`config.mk`:
```
export PLATFORM = sky130hd
export DESIGN_NAME = gpio_bank
export DESIGN_NICKNAME = d
export VERILOG_FILES = /design/src/rtl/gpio_bank_pkg.sv /design/src/rtl/gpio_rst_sync.sv /design/src/rtl/gpio_in_sync.sv /design/src/rtl/gpio_regs.sv /design/src/rtl/gpio_pin_ctrl.sv /design/src/rtl/gpio_bank.sv
export SDC_FILE = /design/constraint.sdc
export NUM_CORES = 1
export LEC_CHECK = 0
export CAP_MARGIN = 25
export CORE_UTILIZATION = 41
export DETAILED_ROUTE_END_ITERATION = 10
export PLACE_DENSITY = 0.83
export SETUP_SLACK_MARGIN = 0.15
export SYNTH_ARGS = -nofsm -noshare
export SYNTH_HDL_FRONTEND = slang
export SYNTH_HIERARCHICAL = 1
export SYNTH_SLANG_ARGS = --single-unit
```
`constraint.sdc`:
```
create_clock -name clk -period 2.6 [get_ports clk]
set_clock_uncertainty 0.2 [all_clocks]
set_input_delay 0.26 -clock clk [delete_from_list [all_inputs] [get_ports clk]]
set_output_delay 0.26 -clock clk [all_outputs]
set_load 0.005 [all_outputs]
```
`src/rtl/gpio_bank_pkg.sv`:
```
package gpio_bank_pkg;
  localparam int ADDR_W = 4;
  localparam int DATA_W = 8;
  localparam int GRP_W  = 4;
  localparam logic [ADDR_W-1:0] A_DATA_BASE = 4'd0;
  localparam logic [ADDR_W-1:0] A_DIR_BASE  = 4'd4;
  localparam logic [ADDR_W-1:0] A_PULLUP    = 4'd8;
  localparam logic [ADDR_W-1:0] A_DRIVE     = 4'd9;
  localparam logic [ADDR_W-1:0] A_CTRL      = 4'd10;
endpackage

```
`src/rtl/gpio_rst_sync.sv`:
```
module gpio_rst_sync (
  input  logic clk,
  input  logic arst_n,
  output logic rst_n_o
);
  logic [1:0] stage_q;
  always_ff @(posedge clk or negedge arst_n) begin
    if (!arst_n) stage_q <= 2'b00;
    else         stage_q <= {stage_q[0], 1'b1};
  end
  assign rst_n_o = stage_q[1];
endmodule

```
`src/rtl/gpio_in_sync.sv`:
```
module gpio_in_sync #(
  parameter int W = 16
) (
  input  logic         clk,
  input  logic         rst_n,
  input  logic [W-1:0] d,
  output logic [W-1:0] q
);
  logic [W-1:0] meta_q, stable_q;
  always_ff @(posedge clk or negedge rst_n) begin
    if (!rst_n) begin
      meta_q   <= '0;
      stable_q <= '0;
    end else begin
      meta_q   <= d;
      stable_q <= meta_q;
    end
  end
  assign q = stable_q;
endmodule

```
`src/rtl/gpio_regs.sv`:
```
module gpio_regs
  import gpio_bank_pkg::*;
#(
  parameter int NUM_PORTS   = 2,
  parameter int IN_ONLY_PIN = 15,
  localparam int N  = NUM_PORTS * DATA_W,
  localparam int NG = N / GRP_W
) (
  input  logic              clk,
  input  logic              rst_n,
  input  logic              wr_en,
  input  logic [ADDR_W-1:0] addr,
  input  logic [DATA_W-1:0] wdata,
  input  logic [N-1:0]      pin_sync,
  output logic [DATA_W-1:0] rdata,
  output logic [N-1:0]      latch_o,
  output logic [N-1:0]      dir_o,
  output logic [NG-1:0]     pu_grp_o,
  output logic [DATA_W-1:0] drv_o
);
  localparam logic [N-1:0] IN_MASK = N'(1) << IN_ONLY_PIN;

  logic [N-1:0]      latch_q, latch_d, dir_q, dir_d;
  logic [NG-1:0]     pu_q, pu_d;
  logic [DATA_W-1:0] drv_q, drv_d;
  logic              rbsel_q, rbsel_d;

  // next state: one port slice per data/direction address
  always_comb begin
    latch_d = latch_q;
    dir_d   = dir_q;
    pu_d    = pu_q;
    drv_d   = drv_q;
    rbsel_d = rbsel_q;
    if (wr_en) begin
      for (int p = 0; p < NUM_PORTS; p++) begin
        if (addr == A_DATA_BASE + ADDR_W'(p))
          latch_d[p*DATA_W +: DATA_W] = wdata;
        if (addr == A_DIR_BASE + ADDR_W'(p))
          dir_d[p*DATA_W +: DATA_W] = wdata & ~IN_MASK[p*DATA_W +: DATA_W];
      end
      if (addr == A_PULLUP) pu_d    = wdata[NG-1:0];
      if (addr == A_DRIVE)  drv_d   = wdata;
      if (addr == A_CTRL)   rbsel_d = wdata[0];
    end
  end

  always_ff @(posedge clk or negedge rst_n) begin
    if (!rst_n) begin
      latch_q <= '0;
      dir_q   <= '0;
      pu_q    <= '0;
      drv_q   <= '0;
      rbsel_q <= 1'b0;
    end else if (wr_en) begin
      latch_q <= latch_d;
      dir_q   <= dir_d;
      pu_q    <= pu_d;
      drv_q   <= drv_d;
      rbsel_q <= rbsel_d;
    end
  end

  // read path: latch where the pin is an output or readback is forced
  always_comb begin
    logic [DATA_W-1:0] use_latch;
    rdata = '0;
    for (int p = 0; p < NUM_PORTS; p++) begin
      use_latch = dir_q[p*DATA_W +: DATA_W] | {DATA_W{rbsel_q}};
      if (addr == A_DATA_BASE + ADDR_W'(p))
        rdata = (latch_q[p*DATA_W +: DATA_W] & use_latch) |
                (pin_sync[p*DATA_W +: DATA_W] & ~use_latch);
      if (addr == A_DIR_BASE + ADDR_W'(p))
        rdata = dir_q[p*DATA_W +: DATA_W];
    end
    if (addr == A_PULLUP) rdata = DATA_W'(pu_q);
    if (addr == A_DRIVE)  rdata = drv_q;
    if (addr == A_CTRL)   rdata = {{(DATA_W-1){1'b0}}, rbsel_q};
  end

  assign latch_o  = latch_q;
  assign dir_o    = dir_q;
  assign pu_grp_o = pu_q;
  assign drv_o    = drv_q;
endmodule

```
`src/rtl/gpio_pin_ctrl.sv`:
```
module gpio_pin_ctrl
  import gpio_bank_pkg::*;
#(
  parameter int N           = 16,
  parameter int IN_ONLY_PIN = 15,
  localparam int NG = N / GRP_W,
  parameter logic [NG-1:0] BUS_GRP_MASK = '0
) (
  input  logic [N-1:0]  latch,
  input  logic [N-1:0]  dir,
  input  logic [NG-1:0] pu_grp,
  input  logic [N-1:0]  alt_oe,
  input  logic [N-1:0]  alt_out,
  input  logic          ext_bus_mode,
  output logic [N-1:0]  pad_oe,
  output logic [N-1:0]  pad_out,
  output logic [N-1:0]  pad_pu
);
  for (genvar i = 0; i < N; i++) begin : g_pin
    localparam int G = i / GRP_W;
    logic drive;
    logic pu_req;
    if (i == IN_ONLY_PIN) begin : g_in_only
      assign drive = 1'b0;
    end else begin : g_bidir
      assign drive = dir[i] | alt_oe[i];
    end
    assign pu_req     = pu_grp[G] & ~(ext_bus_mode & BUS_GRP_MASK[G]);
    assign pad_oe[i]  = drive;
    assign pad_out[i] = alt_oe[i] ? alt_out[i] : latch[i];
    assign pad_pu[i]  = pu_req & ~drive & (i != IN_ONLY_PIN);
  end
endmodule

```
`src/rtl/gpio_bank.sv`:
```
module gpio_bank
  import gpio_bank_pkg::*;
#(
  parameter int NUM_PORTS   = 2,
  parameter int IN_ONLY_PIN = NUM_PORTS * DATA_W - 1,
  parameter int DRIVE_PORT  = 1,
  parameter logic [NUM_PORTS*DATA_W/GRP_W-1:0] BUS_GRP_MASK = 'b0011
) (
  input  logic                          clk,
  input  logic                          rst_n,
  input  logic                          wr_en,
  input  logic [ADDR_W-1:0]             addr,
  input  logic [DATA_W-1:0]             wdata,
  output logic [DATA_W-1:0]             rdata,
  input  logic [NUM_PORTS*DATA_W-1:0]   pin_in,
  input  logic [NUM_PORTS*DATA_W-1:0]   alt_oe,
  input  logic [NUM_PORTS*DATA_W-1:0]   alt_out,
  input  logic                          ext_bus_mode,
  output logic [NUM_PORTS*DATA_W-1:0]   pad_oe,
  output logic [NUM_PORTS*DATA_W-1:0]   pad_out,
  output logic [NUM_PORTS*DATA_W-1:0]   pad_pu,
  output logic [NUM_PORTS*DATA_W-1:0]   pad_hi_drive
);
  localparam int N  = NUM_PORTS * DATA_W;
  localparam int NG = N / GRP_W;

  logic              rst_sync_n;
  logic [N-1:0]      pin_sync, latch, dir;
  logic [NG-1:0]     pu_grp;
  logic [DATA_W-1:0] drv;

  gpio_rst_sync u_rst (
    .clk(clk), .arst_n(rst_n), .rst_n_o(rst_sync_n)
  );

  gpio_in_sync #(.W(N)) u_in_sync (
    .clk(clk), .rst_n(rst_sync_n), .d(pin_in), .q(pin_sync)
  );

  gpio_regs #(.NUM_PORTS(NUM_PORTS), .IN_ONLY_PIN(IN_ONLY_PIN)) u_regs (
    .clk(clk), .rst_n(rst_sync_n), .wr_en(wr_en), .addr(addr),
    .wdata(wdata), .pin_sync(pin_sync), .rdata(rdata),
    .latch_o(latch), .dir_o(dir), .pu_grp_o(pu_grp), .drv_o(drv)
  );

  gpio_pin_ctrl #(.N(N), .IN_ONLY_PIN(IN_ONLY_PIN),
                  .BUS_GRP_MASK(BUS_GRP_MASK)) u_pins (
    .latch(latch), .dir(dir), .pu_grp(pu_grp), .alt_oe(alt_oe),
    .alt_out(alt_out), .ext_bus_mode(ext_bus_mode),
    .pad_oe(pad_oe), .pad_out(pad_out), .pad_pu(pad_pu)
  );

  always_comb begin
    pad_hi_drive = '0;
    pad_hi_drive[DRIVE_PORT*DATA_W +: DATA_W] = drv;
  end
endmodule

```
* After elaboration in Yosys (flattened, before gate mapping)
Index checks and enable logic that the tools add are counted.
** Operators by class
- $add $sub $neg :: 0
- Mux-type cells :: 23
- Magnitude comparators :: 0
- Reductions and logical operators :: 8
- Divide/modulo/power cells :: 0
- Shift-type cells :: 0
- Bitwise logic cells :: 58
- $mul :: 0
- Equal/unequal tests :: 6
** Operators with widths (number)
- $mux W8 :: 7
- $and A8 B8 Y8 :: 4
- $or A8 B8 Y8 :: 3
- $and A1 B1 Y1 :: 17
- $mux W1 :: 16
- $not A1 Y1 :: 16
- $not A8 Y8 :: 2
- $or A1 B1 Y1 :: 15
- $reduce_and A2 Y1 :: 7
- $eq A4 B4 Y1 const B :: 3
- $eq A4 B3 Y1 const B :: 2
- $or A7 B8 Y8 :: 1
- $eq A4 B1 Y1 const B :: 1
- $logic_not A4 Y1 :: 1
** Word-level totals
- RAM bits :: 0
- Memories :: 0
- Output and inout bits :: 72
- Logic and storage cells :: 105
- Memory bits (read-only) :: 0
- Input bits :: 64
- Latch bits :: 0
- Register bits after elaboration :: 78

* Longest topological paths before layout
- Word-level depth :: 11
- Depth in mapped cells :: 7
- Depth with buffers taken out :: 4

* By module
The synthesis kept the hierarchy.
** Modules (own cells, without submodules)
- gpio_regs :: sequential area each 1101.1 sq um, area each 2423.6 sq um, cells an instance 210, instances 1
- gpio_in_sync :: sequential area each 800.8 sq um, area each 800.8 sq um, cells an instance 32, instances 1
- gpio_pin_ctrl :: sequential area each 0.0 sq um, area each 589.3 sq um, cells an instance 65, instances 1
- gpio_bank :: sequential area each 0.0 sq um, area each 63.8 sq um, cells an instance 9, instances 1
- gpio_rst_sync :: sequential area each 50.0 sq um, area each 53.8 sq um, cells an instance 3, instances 1

* Worst setup path before layout
No wires, ideal clock.
- Kind :: reg-to-output
- Start point :: reg u_regs.rbsel_q
- End point :: out rdata[4]
- Cell stages (with the launch flop) :: 6
- Required time :: 2.140 ns
- Arrival :: 1.185 ns
- Path buffers :: 1
- Path slack :: 0.955 ns
- Cell sequence :: dfrtp_1 > buf_2 > nor2_1 > mux2i_1 > o21ai_0 > a32o_1
** On the way
- Cells in the longest elaborated chain, start to end :: 11
- Elaborated cells between the ends (all ways) :: 17
- Classes of those cells :: mux: 7; bitwise: 10
** Ends and longest elaborated chain
- start: declaration :: line gpio_regs.sv:26 : logic rbsel_q, rbsel_d;
- start signal: assignment :: line gpio_regs.sv:60 : rbsel_q <= rbsel_d;
- $or A8 B8 Y8 :: line gpio_regs.sv:69 : use_latch = dir_q[p*DATA_W +: DATA_W] | {DATA_W{rbsel_q}};
- $not A8 Y8 :: line gpio_regs.sv:72 : (pin_sync[p*DATA_W +: DATA_W] & ~use_latch);
- $and A8 B8 Y8 :: line gpio_regs.sv:72
- $or A8 B8 Y8 :: line gpio_regs.sv:71 : rdata = (latch_q[p*DATA_W +: DATA_W] & use_latch) |
- $mux W8 :: line gpio_regs.sv:70 : if (addr == A_DATA_BASE + ADDR_W'(p))
- $mux W8 :: line gpio_regs.sv:73 : if (addr == A_DIR_BASE + ADDR_W'(p))
- $mux W8 * :: line gpio_regs.sv:70
- $mux W8 * :: line gpio_regs.sv:73
- $mux W8 * :: line gpio_regs.sv:76 : if (addr == A_PULLUP) rdata = DATA_W'(pu_q);
- $mux W8 * :: line gpio_regs.sv:77 : if (addr == A_DRIVE) rdata = drv_q;
- $mux W8 * :: line gpio_regs.sv:78 : if (addr == A_CTRL) rdata = {{(DATA_W-1){1'b0}}, rbsel_q};
- end: declaration :: line gpio_bank.sv:14 : output logic [DATA_W-1:0] rdata,
Every way passes the cells marked *; elsewhere a longest branch is shown, timed or not.

* Final worst setup path
- Start point :: reg u_regs.rbsel_q
- End point :: out rdata[3]
Same word-level chain as after synthesis.

==> metrics <==
global-route wire length before repair between 15,000 and 20,000 µm; CTS tree done; CP delay by family, top buffers and inverters; Post-DP Area 0.00527 mm²; CTS max path bufs 2; final net count 519; largest net degree at the start of global routing 77; post-synthesis instance area 0.00392 mm²; syn avg cell area approximately 12 µm²; sw frac 0.295; R2R Setup Slk 1.40 ns; worst IR drop on VDD roughly 0.32 mV; grt ovf 0; drt first-iter violations around 230; CTS Root Cell clkbuf_8; Ys Warns 6; crit path buf inv count 3; FMAX approximately 400 MHz; height of the die ~100 µm; WP data arrival slightly below 2 ns; drt pass-1 iters 4; die area 0.00996 mm²; gr usage total 0.214; Cell Chain, Critical Path buf_8 -> buf_4 -> nor2_2 -> mux2i_1 -> o22ai_1 -> o21a_1 -> dlygate4sd2_1; reg-to-reg endpoint u_regs/rbsel_q; unrepaired setup endpoints after global routing yes; Gate power share 0.294; Int Power 2.51 mW; Antenna Nets Post-Route 0; Worst EP required around 2.1 ns; # setup viols final 0; dpl hpwl 7360 µm; CP max-delay cell dfrtp_2; Slew Viols, Final 0; DRC 0; DR vias a little under 3,000; vias per cell just over 5; metal3 WL 762 µm; Final Cell Area between 0.005 and 0.006 mm²; WP depth 7; Top Layer Used met4; total power 3.56 mW; Lkg Pwr 2.39 nW; Core Box Area slightly above 0.009 mm²; status finished, final reports clean; I/O Buffers approximately 130; clock latency on the worst-skew pair about 0.35 ns; # rows 35; Sequential Power Share 0.454; clock-pin slew on the worst setup and hold paths roughly 0.090 ns; type of origin of the critical path flip-flop; Finished Layout Cells 590; layout cells sized above 1 0.226; # clock sinks between 70 and 80; Placed Cells 562; met2 WL 5340 µm; RePlAce Congestion ~0.86; CP endpoint kind output port; Post-Synthesis Cells between 300 and 400; CP Class flip-flop to output port; post-DR wirelength/cell 17.8 µm; die width approximately 100 µm; type of the worst min-delay path flip-flop to async pin; initial antenna violation count 1; htree depth 3; Top Ports 136; vias in the first global route about 3,100; endpoints failing hold 0; Psw 1.05 mW; Final period util 0.943; min Tclk post-route 2.45 ns; max cap viols 0; CTS buffer count 9; RR Startpoint u_regs/rbsel_q; worst-path fanout max 7; initial cell density of the core 0.424; Register-to-Register Path Depth 2; wl on met1 4240 µm; WL final 10,500 µm; crit-path max cell delay 0.46 ns; PD cells approximately 630 mW/mm²; Clock power frac 0.252; Layout area overhead 44.3%; fillcell total 722
-- state kept, by name, indices dropped and copies added, names as in the netlist --
name	flops
u_in_sync/meta_q	16
u_in_sync/q	16
u_regs/dir_o	15
u_regs/drv_o	8
u_regs/latch_o	16
u_regs/pu_grp_o	4
u_regs/rbsel_q	1
u_rst/stage_q	2
-- worst register-to-register path: cells and delay by family (launching register included) --
family | cells | cell delay (ns)
buf+inv | 1 | 0.16
flops | 1 | 0.46
mux | 1 | 0.27
-- metrics by stage --
stage / hold WS, ns / utilization / setup WS, ns / setup TNS [ns]
2_1_floorplan: -0.236 / - / 0.955 / 0
3_3_place_gp: 0.133 / 0.570 / 0.0561 / 0
3_5_place_dp: 0.136 / 0.570 / -0.0132 / -0.0132
4_1_cts: 0.131 / 0.597 / 0.0843 / 0
5_1_grt: 0.122 / 0.612 / 0.0712 / 0
6_report: 0.136 / 0.612 / 0.149 / 0
-- layer usage --
metal,GRT usage,vias up
met2,0.354,130
li1,-,1373
met5,0,-
met3,0.0557,11
met4,0.0814,0
met1,0.270,1467
-- power by group through the flow --
stage	clock network [mW]	registers [mW]	logic (mW)
6_report	0.895	1.62	1.05
5_1_grt	0.952	1.65	1.13
4_1_cts	0.899	1.63	0.969
3_3_place_gp	0	1.65	0.902
2_1_floorplan	0	1.56	0.521
3_5_place_dp	0	1.66	0.929
-- timing repair --
| item | CTS | global route |
|---|---|---|
| hold buffers | 1 | 1 |
| buffers inserted | 2 | 6 |
| pin swaps | 1 | 3 |
| gates resized for setup | 21 | 23 |
| endpoints found under the hold margin | 2 | 2 |
| setup endpoints to repair | 8 | 6 |
-- cell usage in the layout (no fill, tap or decap), types with 3 or more instances in the layout --
cell type        count
clkdlybuf4s50_1    114
nor2b_1              3
clkinvlp_4           3
mux2_2              10
o21ai_1              6
or2_1               15
dfrtp_1             76
conb_1              11
o21a_1               3
mux2_4              14
nand2_2              3
o21ai_0              5
nor2_2               8
o22ai_1              4
nand2_1              9
nor2_1              14
mux2_1              40
dlygate4sd2_1        6
nor3b_1              8
nor4b_2              9
a21oi_1              3
buf_4               25
clkbuf_8             9
o211ai_1             3
nand3_1              3
a221oi_2             3
mux2i_1             11
inv_1                3
-- how the worst max path moves through the flow --
stage	start	endpoint	slack, ns
5_1_grt	u_regs/rbsel_q	rdata[7]	0.07
3_5_place_dp	addr[2]	rdata[2]	-0.01
4_1_cts	u_regs/rbsel_q	rdata[1]	0.08
6_report	u_regs/rbsel_q	rdata[3]	0.15
3_3_place_gp	addr[0]	rdata[3]	0.06
2_1_floorplan	u_regs/rbsel_q	rdata[4]	0.96
-- layout make-up --
cell class              count  area (µm²)  area share
clock inverters             6        62.6      0.0111
inverters                   3        11.3     0.00199
repair buffers            156        1530       0.271
flip-flops and latches     78        1960       0.346
diodes                      1        2.50    0.000442
multi-input cells         207        1800       0.318
well taps                 129         161      0.0285
clock buffers              10         128      0.0226
No activity file was read; power rests on OpenSTA's default activity.
